[config.mk]
export PLATFORM = sky130hd
export DESIGN_NAME = psr_route_encoder
export DESIGN_NICKNAME = d
export VERILOG_FILES = /design/src/rtl/psr_pkg.sv /design/src/rtl/psr_parity.sv /design/src/rtl/psr_axis_step.sv /design/src/rtl/psr_port_sel.sv /design/src/rtl/psr_out_stage.sv /design/src/rtl/psr_route_encoder.sv
export SDC_FILE = /design/constraint.sdc
export NUM_CORES = 1
export LEC_CHECK = 0
export ABC_AREA = 1
export CORE_ASPECT_RATIO = 1.5
export CORE_MARGIN = 3
export CORE_UTILIZATION = 49
export CTS_CLUSTER_DIAMETER = 60
export DETAILED_ROUTE_END_ITERATION = 6
export GPL_ROUTABILITY_DRIVEN = 0
export PLACE_DENSITY = 0.86
export SYNTH_ARGS = -nofsm -noshare
export SYNTH_HDL_FRONTEND = slang
export SYNTH_SLANG_ARGS = --single-unit
[constraint.sdc]
create_clock -name clk -period 2.36 [get_ports clk]
set_clock_uncertainty 0.15 [all_clocks]
set_input_delay 0.472 -clock clk [delete_from_list [all_inputs] [get_ports clk]]
set_output_delay 0.472 -clock clk [all_outputs]
set_load 0.03 [all_outputs]
[src/rtl/psr_pkg.sv]
package psr_pkg;
  typedef logic [4:0] port_oh_t;
  localparam port_oh_t PORT_LOCAL = 5'b10000;
  localparam port_oh_t PORT_NORTH = 5'b01000;
  localparam port_oh_t PORT_EAST  = 5'b00100;
  localparam port_oh_t PORT_SOUTH = 5'b00010;
  localparam port_oh_t PORT_WEST  = 5'b00001;
  localparam int AXES = 2;
endpackage

[src/rtl/psr_parity.sv]
module psr_parity #(
  parameter int DW = 8,
  parameter int CW = 2
) (
  input  logic [DW-1:0] data,
  input  logic [CW-1:0] src_x,
  input  logic [CW-1:0] src_y,
  input  logic [CW-1:0] dst_x,
  input  logic [CW-1:0] dst_y,
  output logic          chk,
  output logic          aligned
);
  localparam int FW = DW + 4 * CW;
  logic [FW-1:0] field;

  always_comb begin
    field   = {data, src_x, src_y, dst_x, dst_y};
    chk     = ^field;
    aligned = (src_x == dst_x) || (src_y == dst_y);
  end
endmodule

[src/rtl/psr_axis_step.sv]
module psr_axis_step #(
  parameter int CW = 2
) (
  input  logic [CW-1:0] here,
  input  logic [CW-1:0] there,
  output logic          move,
  output logic          upward
);
  always_comb begin
    move   = (here != there);
    upward = (there > here);
  end
endmodule

[src/rtl/psr_port_sel.sv]
module psr_port_sel
  import psr_pkg::*;
#(
  parameter int CW = 2
) (
  input  logic [CW-1:0] cur_x,
  input  logic [CW-1:0] cur_y,
  input  logic [CW-1:0] dst_x,
  input  logic [CW-1:0] dst_y,
  input  logic          y_first,
  output port_oh_t      port
);
  logic [AXES-1:0][CW-1:0] here_v;
  logic [AXES-1:0][CW-1:0] there_v;
  logic [AXES-1:0]         mv;
  logic [AXES-1:0]         up;

  assign here_v  = {cur_y, cur_x};
  assign there_v = {dst_y, dst_x};

  for (genvar g = 0; g < AXES; g++) begin : g_axis
    psr_axis_step #(.CW(CW)) u_step (
      .here  (here_v[g]),
      .there (there_v[g]),
      .move  (mv[g]),
      .upward(up[g])
    );
  end

  always_comb begin
    if (mv == '0)
      port = PORT_LOCAL;
    else if (mv[0] && (!y_first || !mv[1]))
      port = up[0] ? PORT_EAST : PORT_WEST;
    else
      port = up[1] ? PORT_SOUTH : PORT_NORTH;
  end
endmodule

[src/rtl/psr_out_stage.sv]
module psr_out_stage #(
  parameter int W = 8
) (
  input  logic         clk,
  input  logic         rst,
  input  logic         in_valid,
  output logic         in_ready,
  input  logic [W-1:0] in_pay,
  output logic         out_valid,
  input  logic         out_ready,
  output logic [W-1:0] out_pay
);
  assign in_ready = !out_valid || out_ready;

  always_ff @(posedge clk) begin
    if (rst) begin
      out_valid <= 1'b0;
      out_pay   <= '0;
    end else if (in_ready) begin
      out_valid <= in_valid;
      if (in_valid) out_pay <= in_pay;
    end
  end

  assert_stall_hold_R9: assert property (@(posedge clk) disable iff (rst)
    (out_valid && !out_ready) |=> (out_valid && $stable(out_pay)));
  assert_accept_latency_R8: assert property (@(posedge clk) disable iff (rst)
    (in_valid && in_ready) |=> out_valid);
endmodule

[src/rtl/psr_route_encoder.sv]
module psr_route_encoder
  import psr_pkg::*;
#(
  parameter int MESH_X = 4,
  parameter int MESH_Y = 4,
  parameter int DW     = 8,
  parameter int CW     = $clog2((MESH_X > MESH_Y) ? MESH_X : MESH_Y)
) (
  input  logic          clk,
  input  logic          rst,
  input  logic          in_valid,
  output logic          in_ready,
  input  logic [DW-1:0] in_data,
  input  logic [CW-1:0] in_src_x,
  input  logic [CW-1:0] in_src_y,
  input  logic [CW-1:0] in_dst_x,
  input  logic [CW-1:0] in_dst_y,
  input  logic [CW-1:0] cur_x,
  input  logic [CW-1:0] cur_y,
  output logic          out_valid,
  input  logic          out_ready,
  output logic [4:0]    out_port,
  output logic          out_par_present,
  output logic          out_par_bit,
  output logic [DW-1:0] out_data,
  output logic [CW-1:0] out_src_x,
  output logic [CW-1:0] out_src_y,
  output logic [CW-1:0] out_dst_x,
  output logic [CW-1:0] out_dst_y
);
  localparam int PW = 5 + 2 + DW + 4 * CW;

  logic     chk, aligned, at_dst, y_first;
  port_oh_t hop;
  logic [PW-1:0] pay_d, pay_q;

  psr_parity #(.DW(DW), .CW(CW)) u_par (
    .data(in_data), .src_x(in_src_x), .src_y(in_src_y),
    .dst_x(in_dst_x), .dst_y(in_dst_y), .chk(chk), .aligned(aligned)
  );

  assign at_dst  = (cur_x == in_dst_x) && (cur_y == in_dst_y);
  assign y_first = chk && !aligned;

  psr_port_sel #(.CW(CW)) u_sel (
    .cur_x(cur_x), .cur_y(cur_y), .dst_x(in_dst_x), .dst_y(in_dst_y),
    .y_first(y_first), .port(hop)
  );

  assign pay_d = {hop, aligned && !at_dst, chk && aligned && !at_dst,
                  in_data, in_src_x, in_src_y, in_dst_x, in_dst_y};

  psr_out_stage #(.W(PW)) u_out (
    .clk(clk), .rst(rst), .in_valid(in_valid), .in_ready(in_ready),
    .in_pay(pay_d), .out_valid(out_valid), .out_ready(out_ready), .out_pay(pay_q)
  );

  assign {out_port, out_par_present, out_par_bit,
          out_data, out_src_x, out_src_y, out_dst_x, out_dst_y} = pay_q;

  assert_port_onehot_R7: assert property (@(posedge clk) disable iff (rst)
    out_valid |-> ($countones(out_port) == 1));
  assert_local_delivery_R3: assert property (@(posedge clk) disable iff (rst)
    (in_valid && in_ready && cur_x == in_dst_x && cur_y == in_dst_y)
      |=> (out_port == PORT_LOCAL && !out_par_present && !out_par_bit));
  assert_flag_aligned_R6: assert property (@(posedge clk) disable iff (rst)
    (in_valid && in_ready && (in_src_x != in_dst_x) && (in_src_y != in_dst_y))
      |=> (!out_par_present && !out_par_bit));
  assert_y_first_R5: assert property (@(posedge clk) disable iff (rst)
    (in_valid && in_ready && (in_src_x != in_dst_x) && (in_src_y != in_dst_y)
     && (cur_y != in_dst_y)
     && ^{in_data, in_src_x, in_src_y, in_dst_x, in_dst_y})
      |=> (out_port == PORT_NORTH || out_port == PORT_SOUTH));
  assert_x_first_R4: assert property (@(posedge clk) disable iff (rst)
    (in_valid && in_ready && (in_src_x != in_dst_x) && (in_src_y != in_dst_y)
     && (cur_x != in_dst_x)
     && !(^{in_data, in_src_x, in_src_y, in_dst_x, in_dst_y}))
      |=> (out_port == PORT_EAST || out_port == PORT_WEST));
  assert_ready_stall_R9: assert property (@(posedge clk) disable iff (rst)
    (out_valid && !out_ready) |-> !in_ready);
endmodule

==> impl_metrics.xml, run 1 <==
<?xml version="1.0" encoding="UTF-8"?>
<metrics>
  <group name="status">
    <metric name="status" unit="">complete, no violations</metric>
  </group>
  <group name="drt">
    <metric name="detail_route.wl_per_cell" unit="µm">10.8</metric>
    <metric name="drc" unit="">0</metric>
    <metric name="initial_drt_pass_iterations" unit="">4</metric>
    <metric name="final_antenna_net_count" unit="">0</metric>
    <metric name="totalWireLength" unit="µm">3470</metric>
    <metric name="drt-vias-per-instance" unit="">4.93</metric>
    <metric name="route.vias.total" unit="">1583</metric>
    <metric name="initialDrtViolationCount" unit="">25</metric>
  </group>
  <group name="timing">
    <metric name="layout_worst_path_cycle_share" unit="">0.861</metric>
    <metric name="final_hold_viol_count" unit="">0</metric>
    <metric name="rsz_0062_raised_after_global_routing" unit="">no</metric>
    <metric name="post-route-min-period" unit="ns">2.03</metric>
    <metric name="max-slew-margin-rel" unit="">0.770</metric>
    <metric name="finalSetupTns" unit="ns">0</metric>
    <metric name="setup_violations" unit="">0</metric>
    <metric name="clock.fmax" unit="MHz">492</metric>
    <metric name="maxSlewViolCount" unit="">0</metric>
    <metric name="max_slew.worst_pin.slew" unit="ns">0.343</metric>
  </group>
  <group name="floorplan">
    <metric name="floorplan.core_area" unit="µm²">2730</metric>
    <metric name="initial_utilization" unit="">0.526</metric>
    <metric name="core.rowCount" unit="">23</metric>
    <metric name="design.die.area" unit="µm²">3640</metric>
    <metric name="die_width" unit="µm">50.2</metric>
    <metric name="dieHeight" unit="µm">72.4</metric>
    <metric name="design.portCount" unit="">49</metric>
  </group>
  <group name="yosys">
    <metric name="yosysWarnings" unit="">0</metric>
    <metric name="yosysUniqueCellTypes" unit="">21</metric>
    <metric name="yosysTopAreaCellShare" unit="">0.334</metric>
    <metric name="mean_cell_area_of_the_mapped_netlist" unit="µm²">6.18</metric>
    <metric name="dominantRegCellSynth" unit="">sky130_fd_sc_hd__dfxtp_1</metric>
    <metric name="synth-seq-cells" unit="">24</metric>
    <metric name="synth.top_cells.by_area" unit="">sky130_fd_sc_hd__dfxtp_1, sky130_fd_sc_hd__nand2_1, sky130_fd_sc_hd__a211oi_1</metric>
    <metric name="seq_area_frac_synth" unit="">0.334</metric>
    <metric name="number_of_flops_mapped_to_enable_cells_by_yosys" unit="">0</metric>
    <metric name="synth_top_cell_by_area" unit="">sky130_fd_sc_hd__dfxtp_1</metric>
    <metric name="postSynth.asyncResetShare" unit="">0</metric>
    <metric name="most_frequent_cell_after_synthesis" unit="">sky130_fd_sc_hd__nand2_1</metric>
    <metric name="synth_area" unit="µm²">1440</metric>
    <metric name="synth.net_count" unit="">261</metric>
    <metric name="synth_top_cells_by_count" unit="">sky130_fd_sc_hd__nand2_1, sky130_fd_sc_hd__dfxtp_1, sky130_fd_sc_hd__nor2_1, sky130_fd_sc_hd__inv_1, sky130_fd_sc_hd__a211oi_1</metric>
    <metric name="postSynthCellCount" unit="">233</metric>
  </group>
  <group name="power">
    <metric name="combinational_group_share_of_total_power" unit="">0.340</metric>
    <metric name="cell_internal_pwr" unit="mW">0.744</metric>
    <metric name="p_per_area" unit="nW/µm²">549</metric>
    <metric name="ir_drop" unit="µV">361</metric>
    <metric name="power.clock.fraction" unit="">0.255</metric>
    <metric name="power.leakage" unit="nW">0.994</metric>
    <metric name="p_switching" unit="mW">0.372</metric>
    <metric name="seq_power_share" unit="">0.405</metric>
    <metric name="netSwitchingFraction" unit="">0.333</metric>
  </group>
  <group name="worst_setup_path">
    <metric name="reg2reg_setup_slack" unit="ns">0.82</metric>
    <metric name="slowest_stage" unit="">sky130_fd_sc_hd__clkdlybuf4s50_1</metric>
    <metric name="cp_slowest_stage_delay" unit="ns">0.54</metric>
    <metric name="critPathArrivalTime" unit="ns">2.09</metric>
    <metric name="path_delay_family" unit="">buffers and inverters</metric>
    <metric name="path_cells" unit="">clkdlybuf4s50_1 -&gt; inv_2 -&gt; ha_1 -&gt; nand2_1 -&gt; inv_1 -&gt; a21oi_2 -&gt; inv_1 -&gt; nor2_1 -&gt; nand2_1 -&gt; a21oi_2</metric>
    <metric name="required" unit="ns">2.42</metric>
    <metric name="timing.critical_path.to_type" unit="">register</metric>
    <metric name="critical_path.startpoint_type" unit="">primary input</metric>
    <metric name="cp.buffers_inverters" unit="">4</metric>
    <metric name="timing.critical_path.fanout_max" unit="">5</metric>
    <metric name="path_class" unit="">primary input to register</metric>
  </group>
  <group name="grt">
    <metric name="groute.usage.overall" unit="">0.212</metric>
    <metric name="largest_net_degree_at_the_start_of_global_routing" unit="">25</metric>
    <metric name="number_of_global_route_vias_before_repair" unit="">1429</metric>
    <metric name="initial_antenna_violation_count" unit="">0</metric>
    <metric name="grt_overflow_total" unit="">0</metric>
    <metric name="grt_first_pass_wirelength" unit="µm">6040</metric>
  </group>
  <group name="placed_design">
    <metric name="port-buffer-count" unit="">48</metric>
    <metric name="hpwlAfterDp" unit="µm">2760</metric>
    <metric name="dp.cells" unit="">317</metric>
  </group>
  <group name="clock_network">
    <metric name="cts_hold_repair.buffers" unit="">0</metric>
    <metric name="tritoncts.num_buffers" unit="">3</metric>
    <metric name="clockBufferDepth" unit="">2</metric>
    <metric name="clock_tree.htree_level_count" unit="">1</metric>
    <metric name="path_clk_slew" unit="ns">0.09</metric>
    <metric name="clock_latency" unit="ns">0.27</metric>
    <metric name="cts.root.buffer_cell" unit="">sky130_fd_sc_hd__clkbuf_8</metric>
    <metric name="cts_tree" unit="">yes</metric>
    <metric name="cts.sinks" unit="">24</metric>
  </group>
  <group name="final_layout">
    <metric name="layout.cells.non_filler" unit="">321</metric>
    <metric name="layout-drive-gt1-share" unit="">0.106</metric>
    <metric name="syn_to_final_growth" unit="%">41.2</metric>
    <metric name="insertedDiodeCount" unit="">0</metric>
    <metric name="finalNetCount" unit="">313</metric>
  </group>
  <group name="flow_run">
    <metric name="timing.max_cap.violations" unit="">0</metric>
  </group>
  <group name="min_path">
    <metric name="hold_path_class" unit="">register to register</metric>
  </group>
</metrics>
[worst paths after layout]
kind | startpoint | endpoint | cells after the start
min | u_out.out_pay[20] | u_out.out_pay[20] | 2
max | in_dst_x[0] | u_out.out_pay[21] | 10
min reg2reg | u_out.out_pay[20] | u_out.out_pay[20] | 2
max reg2reg | u_out.out_valid | u_out.out_pay[15] | 6
[layout make-up]
type / instances / area [µm²]
multi-input cells: 174 / 821
fillers: 240 / 702
repair buffers: 53 / 520
flip-flops and latches: 24 / 480
inverters: 29 / 109
clock buffers: 4 / 55.1
well taps: 37 / 46.3
[cell families (layout without fill, tap and decap cells)]
| group | count (synthesis) | in the layout | synth area share |
|---|---|---|---|
| simple gates | 144 | 144 | 0.410 |
| flops | 24 | 24 | 0.334 |
| fa+ha+maj | 4 | 4 | 0.0348 |
| buf+inv | 35 | 86 | 0.0957 |
| compound gates | 26 | 26 | 0.126 |
[flip-flops by register name (all words and copies together) (netlist names)]
signal and flops:
u_out.out_valid 1, u_out.out_pay 23
[worst register-to-register path: cells and delay by family (launching register included)]
kind	cells	cell delay, ns
flip-flops	1	0.34
buffers and inverters	3	0.59
AND/OR/NAND/NOR	2	0.15
AO/OA/AOI/OAI	1	0.21
[routing by layer]
metal | routed length (µm) | vias up | GRT usage | part of all wire
li1 | - | 832 | - | -
met1 | 1500 | 709 | 0.244 | 0.43
met2 | 1770 | 37 | 0.381 | 0.51
met3 | 147 | 5 | 0.0349 | 0.042
met4 | 51 | 0 | 0.0862 | 0.015
met5 | 0 | - | 0 | 0
[metrics by stage]
stage / cell area (µm²) / hold WS [ns] / setup slack, ns / utilization / total power, mW
2_1_floorplan: 1440 / 0.400 / 0.650 / - / 0.694
3_3_place_gp: 1970 / 0.302 / 0.0559 / 0.722 / 0.833
3_5_place_dp: 1970 / 0.311 / 0.0411 / 0.722 / 0.842
4_1_cts: 2030 / 0.325 / 0.0425 / 0.742 / 1.12
5_1_grt: 2030 / 0.352 / 0.188 / 0.743 / 1.18
6_report: 2030 / 0.319 / 0.329 / 0.743 / 1.12
[cells in the final DEF (no fill, tap or decap), drive strengths merged]
cell,instances
clkbuf,4
clkdlybuf4s50,47
a211oi,16
dfxtp,24
nor2,22
ha,4
inv,28
nand3,2
nand4,3
buf,5
nand3b,1
dlymetal6s2s,1
nand2,114
a21oi,10
nor3,2
clkinv,1
[what timing repair did]
item / 4_1_cts / 5_1_grt
endpoints found under the setup margin: 0 / 1
buffers inserted: 0 / 0
gates resized for setup: 0 / 1
[power groups by stage]
stage               Clock, mW  Combinational (mW)  Sequential, mW
floorplan                   0               0.170           0.524
global placement            0               0.373           0.460
detailed placement          0               0.381           0.462
CTS                     0.288               0.382           0.452
global route            0.309               0.420           0.456
finish                  0.285               0.380           0.452
Power figures use the tool's default switching activity.
==> run 2, diff against run 1 <==
--- a/config.mk
+++ b/config.mk
@@ -5,14 +5,13 @@
 export SDC_FILE = /design/constraint.sdc
 export NUM_CORES = 1
 export LEC_CHECK = 0
-export ABC_AREA = 1
 export CORE_ASPECT_RATIO = 1.5
 export CORE_MARGIN = 3
-export CORE_UTILIZATION = 49
+export CORE_UTILIZATION = 45
 export CTS_CLUSTER_DIAMETER = 60
 export DETAILED_ROUTE_END_ITERATION = 6
 export GPL_ROUTABILITY_DRIVEN = 0
-export PLACE_DENSITY = 0.86
+export PLACE_DENSITY = 0.85
 export SYNTH_ARGS = -nofsm -noshare
 export SYNTH_HDL_FRONTEND = slang
 export SYNTH_SLANG_ARGS = --single-unit
==> impl_metrics.xml, run 2 <==
<?xml version="1.0" encoding="UTF-8"?>
<metrics>
  <group name="status">
    <metric name="status" unit="">complete, no violations</metric>
  </group>
  <group name="final_layout">
    <metric name="final_common_cell" unit="">sky130_fd_sc_hd__clkdlybuf4s50_1</metric>
    <metric name="registers_with_the_most_flip_flops" unit="">u_out.out_pay (23), u_out.out_valid (1)</metric>
    <metric name="layout-drive-gt1-share" unit="">0.0718</metric>
    <metric name="most-common-layout-cells" unit="">sky130_fd_sc_hd__clkdlybuf4s50_1, sky130_fd_sc_hd__nand2_1, sky130_fd_sc_hd__dfxtp_1</metric>
    <metric name="finalNetCount" unit="">225</metric>
    <metric name="layout.cells.non_filler" unit="">218</metric>
    <metric name="register_name_with_the_most_flops" unit="">u_out.out_pay</metric>
    <metric name="insertedDiodeCount" unit="">0</metric>
    <metric name="largest_register_ff_count" unit="">23</metric>
    <metric name="syn_to_final_growth" unit="%">48.7</metric>
  </group>
  <group name="drt">
    <metric name="detail_route.wl_per_cell" unit="µm">13.4</metric>
    <metric name="drt-vias-per-instance" unit="">5.26</metric>
    <metric name="drc" unit="">0</metric>
    <metric name="initialDrtViolationCount" unit="">32</metric>
    <metric name="initial_drt_pass_iterations" unit="">4</metric>
    <metric name="totalWireLength" unit="µm">2930</metric>
    <metric name="route.vias.total" unit="">1147</metric>
    <metric name="final_antenna_net_count" unit="">0</metric>
  </group>
  <group name="yosys">
    <metric name="yosysTopAreaCellShare" unit="">0.416</metric>
    <metric name="mean_cell_area_of_the_mapped_netlist" unit="µm²">8.08</metric>
    <metric name="seq_area_frac_synth" unit="">0.416</metric>
    <metric name="synth_area" unit="µm²">1160</metric>
    <metric name="synth-seq-cells" unit="">24</metric>
    <metric name="synth.top_cells.by_area" unit="">sky130_fd_sc_hd__dfxtp_1, sky130_fd_sc_hd__nand2_1, sky130_fd_sc_hd__xnor2_1</metric>
    <metric name="postSynth.asyncResetShare" unit="">0</metric>
    <metric name="postSynthCellCount" unit="">143</metric>
    <metric name="yosysUniqueCellTypes" unit="">24</metric>
    <metric name="synth_top_cell_by_area" unit="">sky130_fd_sc_hd__dfxtp_1</metric>
    <metric name="most_frequent_cell_after_synthesis" unit="">sky130_fd_sc_hd__nand2_1</metric>
    <metric name="synth.net_count" unit="">171</metric>
    <metric name="dominantRegCellSynth" unit="">sky130_fd_sc_hd__dfxtp_1</metric>
    <metric name="yosysWarnings" unit="">0</metric>
    <metric name="synth_top_cells_by_count" unit="">sky130_fd_sc_hd__nand2_1, sky130_fd_sc_hd__dfxtp_1, sky130_fd_sc_hd__a21oi_1, sky130_fd_sc_hd__xnor2_1</metric>
    <metric name="number_of_flops_mapped_to_enable_cells_by_yosys" unit="">0</metric>
  </group>
  <group name="clock_network">
    <metric name="tritoncts.num_buffers" unit="">3</metric>
    <metric name="clock_latency" unit="ns">0.31</metric>
    <metric name="post_cts.repair.setup_buffers" unit="">0</metric>
    <metric name="cts.sinks" unit="">24</metric>
    <metric name="cts_repair_resize_count" unit="">0</metric>
    <metric name="clockBufferDepth" unit="">2</metric>
    <metric name="cts_tree" unit="">yes</metric>
    <metric name="cts_hold_repair.buffers" unit="">0</metric>
    <metric name="cts.root.buffer_cell" unit="">sky130_fd_sc_hd__clkbuf_4</metric>
    <metric name="clock_tree.htree_level_count" unit="">1</metric>
    <metric name="path_clk_slew" unit="ns">0.12</metric>
  </group>
  <group name="floorplan">
    <metric name="core.rowCount" unit="">21</metric>
    <metric name="design.die.area" unit="µm²">3230</metric>
    <metric name="initial_utilization" unit="">0.494</metric>
    <metric name="dieHeight" unit="µm">68.1</metric>
    <metric name="floorplan.core_area" unit="µm²">2340</metric>
    <metric name="design.portCount" unit="">49</metric>
    <metric name="die_width" unit="µm">47.4</metric>
  </group>
  <group name="min_path">
    <metric name="hold_path_class" unit="">register to register</metric>
    <metric name="hold_start" unit="">u_out.out_pay[8]</metric>
  </group>
  <group name="timing">
    <metric name="layout_worst_path_cycle_share" unit="">0.872</metric>
    <metric name="final_hold_viol_count" unit="">0</metric>
    <metric name="clock.fmax" unit="MHz">486</metric>
    <metric name="post-route-min-period" unit="ns">2.06</metric>
    <metric name="rsz_0062_raised_after_global_routing" unit="">no</metric>
    <metric name="maxSlewViolCount" unit="">0</metric>
    <metric name="max-slew-margin-rel" unit="">0.757</metric>
    <metric name="max_slew.worst_pin.slew" unit="ns">0.360</metric>
    <metric name="setup_violations" unit="">0</metric>
  </group>
  <group name="worst_setup_path">
    <metric name="timing.rr.start" unit="">u_out.out_valid</metric>
    <metric name="setup_crit_start" unit="">in_dst_x[0]</metric>
    <metric name="path_cells" unit="">clkdlybuf4s50_1 -&gt; inv_1 -&gt; ha_1 -&gt; nand2b_1 -&gt; a2111o_1 -&gt; o32a_1 -&gt; o21ai_0</metric>
    <metric name="reg2reg_setup_slack" unit="ns">0.86</metric>
    <metric name="critPathArrivalTime" unit="ns">2.16</metric>
    <metric name="path_class" unit="">primary input to register</metric>
    <metric name="slowest_stage" unit="">sky130_fd_sc_hd__clkdlybuf4s50_1</metric>
    <metric name="cp_slowest_stage_delay" unit="ns">0.51</metric>
    <metric name="timing.critical_path.to_type" unit="">register</metric>
    <metric name="critical_path.startpoint_type" unit="">primary input</metric>
    <metric name="timing.critical_path.fanout_max" unit="">3</metric>
    <metric name="required" unit="ns">2.46</metric>
  </group>
  <group name="placed_design">
    <metric name="dp.cells" unit="">215</metric>
    <metric name="port-buffer-count" unit="">48</metric>
    <metric name="hpwlAfterDp" unit="µm">2410</metric>
  </group>
  <group name="grt">
    <metric name="groute.usage.overall" unit="">0.208</metric>
    <metric name="largest_net_degree_at_the_start_of_global_routing" unit="">14</metric>
    <metric name="initial_antenna_violation_count" unit="">0</metric>
    <metric name="number_of_global_route_vias_before_repair" unit="">1181</metric>
    <metric name="grt_first_pass_wirelength" unit="µm">4840</metric>
    <metric name="grt_overflow_total" unit="">0</metric>
  </group>
  <group name="power">
    <metric name="power.leakage" unit="nW">0.660</metric>
    <metric name="power_total" unit="mW">1.02</metric>
    <metric name="p_per_area" unit="nW/µm²">593</metric>
    <metric name="ir_drop" unit="µV">382</metric>
  </group>
  <group name="flow_run">
    <metric name="timing.max_cap.violations" unit="">0</metric>
  </group>
</metrics>
run 2: per-stage QoR:
stage          cell area, µm²  hold WS [ns]  TNS, ns  utilization  setup slack [ns]
6_report                 1720         0.312        0        0.735             0.302
5_1_grt                  1720         0.336        0        0.735             0.131
4_1_cts                  1720         0.315        0        0.735             0.303
3_5_place_dp             1700         0.297  -0.0500        0.726           -0.0244
3_3_place_gp             1700         0.290        0        0.726            0.0177
2_1_floorplan            1160         0.434        0            -             0.449
run 2: path summary, 6_finish.rpt:
kind	end	depth (start not counted)
max	u_out.out_pay[18]	7
max reg2reg	u_out.out_pay[22]	5
min	u_out.out_pay[8]	2
min reg2reg	u_out.out_pay[8]	2
run 2: layer usage:
layer / wire (µm) / up-vias / track usage
li1: - / 586 / -
met1: 1100 / 532 / 0.214
met2: 1660 / 27 / 0.379
met3: 145 / 2 / 0.0526
met4: 21 / 0 / 0.0830
met5: 0 / - / 0
run 2: cells by family (layout without fill, tap and decap cells):
logic type      count (synthesis)  count (layout)  synth area share
compound gates                 35              35             0.186
xor+xnor                       16              16             0.121
fa+ha+maj                       4               4            0.0433
buf+inv                        14              66            0.0455
flops                          24              24             0.416
simple gates                   50              50             0.188
run 2: power breakdown:
part	switching (mW)	leakage, nW	internal, mW
Sequential	0.0160	0.197	0.437
Clock	0.118	0.0138	0.0597
Combinational	0.208	0.449	0.179
run 2: cell type report:
type / count / area (µm²)
multi-input combinational: 105 / 623
fill: 188 / 619
timing repair buffer: 56 / 538
sequential: 24 / 480
tap: 23 / 28.8
inverter: 7 / 26.3
clock buffer: 3 / 22.5
run 2: worst max-delay path: cells and delay by family:
kind | cells | cell delay [ns]
fa+ha+maj | 1 | 0.31
simple gates | 1 | 0.15
buf+inv | 2 | 0.57
compound gates | 3 | 0.64
==> run 3, diff against run 2 <==
--- a/config.mk
+++ b/config.mk
@@ -11,7 +11,8 @@
 export CTS_CLUSTER_DIAMETER = 60
 export DETAILED_ROUTE_END_ITERATION = 6
 export GPL_ROUTABILITY_DRIVEN = 0
-export PLACE_DENSITY = 0.85
+export PLACE_DENSITY = 0.84
+export SKIP_LAST_GASP = 1
 export SYNTH_ARGS = -nofsm -noshare
 export SYNTH_HDL_FRONTEND = slang
 export SYNTH_SLANG_ARGS = --single-unit
==> impl_metrics.xml, run 3 (same netlist as run 2, synthesis figures left out) <==
<?xml version="1.0" encoding="UTF-8"?>
<metrics>
  <group name="power">
    <metric name="cell_internal_pwr" unit="mW">0.789</metric>
    <metric name="netSwitchingFraction" unit="">0.311</metric>
    <metric name="p_switching" unit="mW">0.357</metric>
    <metric name="seq_power_share" unit="">0.395</metric>
    <metric name="p_per_area" unit="nW/µm²">655</metric>
    <metric name="ir_drop" unit="µV">615</metric>
    <metric name="power.leakage" unit="nW">0.674</metric>
    <metric name="combinational_group_share_of_total_power" unit="">0.343</metric>
    <metric name="power.clock.fraction" unit="">0.262</metric>
  </group>
  <group name="clock_network">
    <metric name="cts.sinks" unit="">24</metric>
    <metric name="cts.root.buffer_cell" unit="">sky130_fd_sc_hd__clkbuf_4</metric>
    <metric name="clock_latency" unit="ns">0.31</metric>
    <metric name="cts_repair_resize_count" unit="">0</metric>
    <metric name="clockBufferDepth" unit="">2</metric>
    <metric name="tritoncts.num_buffers" unit="">3</metric>
    <metric name="post_cts.repair.setup_buffers" unit="">0</metric>
    <metric name="cts_tree" unit="">yes</metric>
    <metric name="cts_hold_repair.buffers" unit="">0</metric>
    <metric name="clock_tree.htree_level_count" unit="">1</metric>
    <metric name="path_clk_slew" unit="ns">0.14</metric>
  </group>
  <group name="drt">
    <metric name="initialDrtViolationCount" unit="">16</metric>
    <metric name="initial_drt_pass_iterations" unit="">4</metric>
    <metric name="detail_route.wl_per_cell" unit="µm">14.4</metric>
    <metric name="route.vias.total" unit="">1178</metric>
    <metric name="drc" unit="">0</metric>
    <metric name="totalWireLength" unit="µm">3150</metric>
    <metric name="final_antenna_net_count" unit="">0</metric>
    <metric name="drt-vias-per-instance" unit="">5.38</metric>
  </group>
  <group name="worst_setup_path">
    <metric name="critical_path.startpoint_type" unit="">primary input</metric>
    <metric name="cp_slowest_stage_delay" unit="ns">0.52</metric>
    <metric name="reg2reg_setup_slack" unit="ns">0.76</metric>
    <metric name="timing.critical_path.fanout_max" unit="">3</metric>
    <metric name="critPathArrivalTime" unit="ns">2.24</metric>
    <metric name="setup_crit_start" unit="">in_dst_x[0]</metric>
    <metric name="path_cells" unit="">clkdlybuf4s50_1 -&gt; inv_1 -&gt; ha_1 -&gt; nand2b_1 -&gt; a2111o_1 -&gt; o32a_1 -&gt; o21ai_0</metric>
    <metric name="timing.critical_path.to_type" unit="">register</metric>
    <metric name="path_class" unit="">primary input to register</metric>
    <metric name="timing.rr.start" unit="">u_out.out_valid</metric>
    <metric name="slowest_stage" unit="">sky130_fd_sc_hd__clkdlybuf4s50_1</metric>
    <metric name="path_delay_family" unit="">compound AO/OA/AOI/OAI gates</metric>
    <metric name="cp.buffers_inverters" unit="">2</metric>
    <metric name="required" unit="ns">2.44</metric>
  </group>
  <group name="grt">
    <metric name="number_of_global_route_vias_before_repair" unit="">1201</metric>
    <metric name="groute.usage.overall" unit="">0.219</metric>
    <metric name="grt_first_pass_wirelength" unit="µm">5210</metric>
    <metric name="grt_overflow_total" unit="">0</metric>
    <metric name="largest_net_degree_at_the_start_of_global_routing" unit="">15</metric>
    <metric name="initial_antenna_violation_count" unit="">0</metric>
  </group>
  <group name="placed_design">
    <metric name="placed_cell_area" unit="µm²">1700</metric>
    <metric name="hpwlAfterDp" unit="µm">2480</metric>
    <metric name="dpl_worst_slack" unit="ns">-0.0293</metric>
    <metric name="port-buffer-count" unit="">48</metric>
  </group>
  <group name="timing">
    <metric name="fin_ws" unit="ns">0.201</metric>
    <metric name="max-slew-margin-rel" unit="">0.738</metric>
    <metric name="final_hold_viol_count" unit="">0</metric>
    <metric name="max_slew.worst_pin.slew" unit="ns">0.389</metric>
    <metric name="layout_worst_path_cycle_share" unit="">0.915</metric>
    <metric name="post-route-min-period" unit="ns">2.16</metric>
    <metric name="clock.fmax" unit="MHz">463</metric>
    <metric name="finalSetupTns" unit="ns">0</metric>
    <metric name="rsz_0062_raised_after_global_routing" unit="">no</metric>
    <metric name="setup_violations" unit="">0</metric>
    <metric name="maxSlewViolCount" unit="">0</metric>
  </group>
  <group name="min_path">
    <metric name="hold_path_class" unit="">register to register</metric>
    <metric name="hold_start" unit="">u_out.out_pay[1]</metric>
  </group>
  <group name="final_layout">
    <metric name="most-common-layout-cells" unit="">sky130_fd_sc_hd__clkdlybuf4s50_1, sky130_fd_sc_hd__nand2_1, sky130_fd_sc_hd__dfxtp_1</metric>
    <metric name="largest_register_ff_count" unit="">23</metric>
    <metric name="insertedDiodeCount" unit="">0</metric>
    <metric name="layout-drive-gt1-share" unit="">0.0765</metric>
    <metric name="finalNetCount" unit="">225</metric>
    <metric name="registers_with_the_most_flip_flops" unit="">u_out.out_pay (23), u_out.out_valid (1)</metric>
    <metric name="final_common_cell" unit="">sky130_fd_sc_hd__clkdlybuf4s50_1</metric>
    <metric name="syn_to_final_growth" unit="%">51.3</metric>
    <metric name="register_name_with_the_most_flops" unit="">u_out.out_pay</metric>
    <metric name="layout.cell_area.non_filler" unit="µm²">1750</metric>
  </group>
  <group name="floorplan">
    <metric name="dieHeight" unit="µm">68.1</metric>
    <metric name="core.rowCount" unit="">21</metric>
    <metric name="floorplan.core_area" unit="µm²">2340</metric>
    <metric name="design.portCount" unit="">49</metric>
    <metric name="die_width" unit="µm">47.4</metric>
    <metric name="initial_utilization" unit="">0.494</metric>
    <metric name="design.die.area" unit="µm²">3230</metric>
  </group>
  <group name="status">
    <metric name="status" unit="">complete, no violations</metric>
  </group>
  <group name="flow_run">
    <metric name="timing.max_cap.violations" unit="">0</metric>
  </group>
</metrics>
run 3: final timing paths:
path | end | cells after the start
setup / recovery | u_out.out_pay[18] | 7
hold reg to reg | u_out.out_pay[1] | 2
setup reg to reg | u_out.out_pay[22] | 5
hold / removal | u_out.out_pay[1] | 2
run 3: routing by layer:
layer / track usage / up-vias / part of all wire
met5: 0 / - / 0
met4: 0.0865 / 0 / 0.021
met3: 0.0500 / 9 / 0.053
met2: 0.389 / 34 / 0.55
met1: 0.237 / 553 / 0.37
li1: - / 582 / -
run 3: cell type report:
| class | count | area, µm² |
|---|---|---|
| clock inverters | 1 | 30.0 |
| inverters | 7 | 26.3 |
| fillers | 183 | 589 |
| multi-input cells | 105 | 623 |
| repair buffers | 56 | 538 |
| clock buffers | 3 | 22.5 |
| well taps | 23 | 28.8 |
| flip-flops and latches | 24 | 480 |
run 3: power by group through the flow:
| stage | logic, mW | registers, mW | clock network (mW) |
|---|---|---|---|
| after floorplan | 0.168 | 0.525 | 0 |
| after global placement | 0.380 | 0.461 | 0 |
| after detailed placement | 0.390 | 0.462 | 0 |
| after CTS | 0.395 | 0.453 | 0.304 |
| after global routing | 0.424 | 0.457 | 0.316 |
| final | 0.393 | 0.453 | 0.300 |
run 3: stage by stage:
stage / total power, mW / std cells / hold slack [ns] / utilization
3_3_place_gp: 0.842 / 215 / 0.292 / 0.726
4_1_cts: 1.15 / 219 / 0.316 / 0.748
6_report: 1.15 / 219 / 0.315 / 0.748
2_1_floorplan: 0.693 / 143 / 0.434 / -
3_5_place_dp: 0.852 / 215 / 0.297 / 0.726
5_1_grt: 1.20 / 219 / 0.324 / 0.748
run 3: worst min-delay path, delay by kind of cell, from the launching register on:
| kind | cells | cell delay, ns |
|---|---|---|
| AO/OA/AOI/OAI | 1 | 0.05 |
| flip-flops | 1 | 0.33 |
| AND/OR/NAND/NOR | 1 | 0.05 |
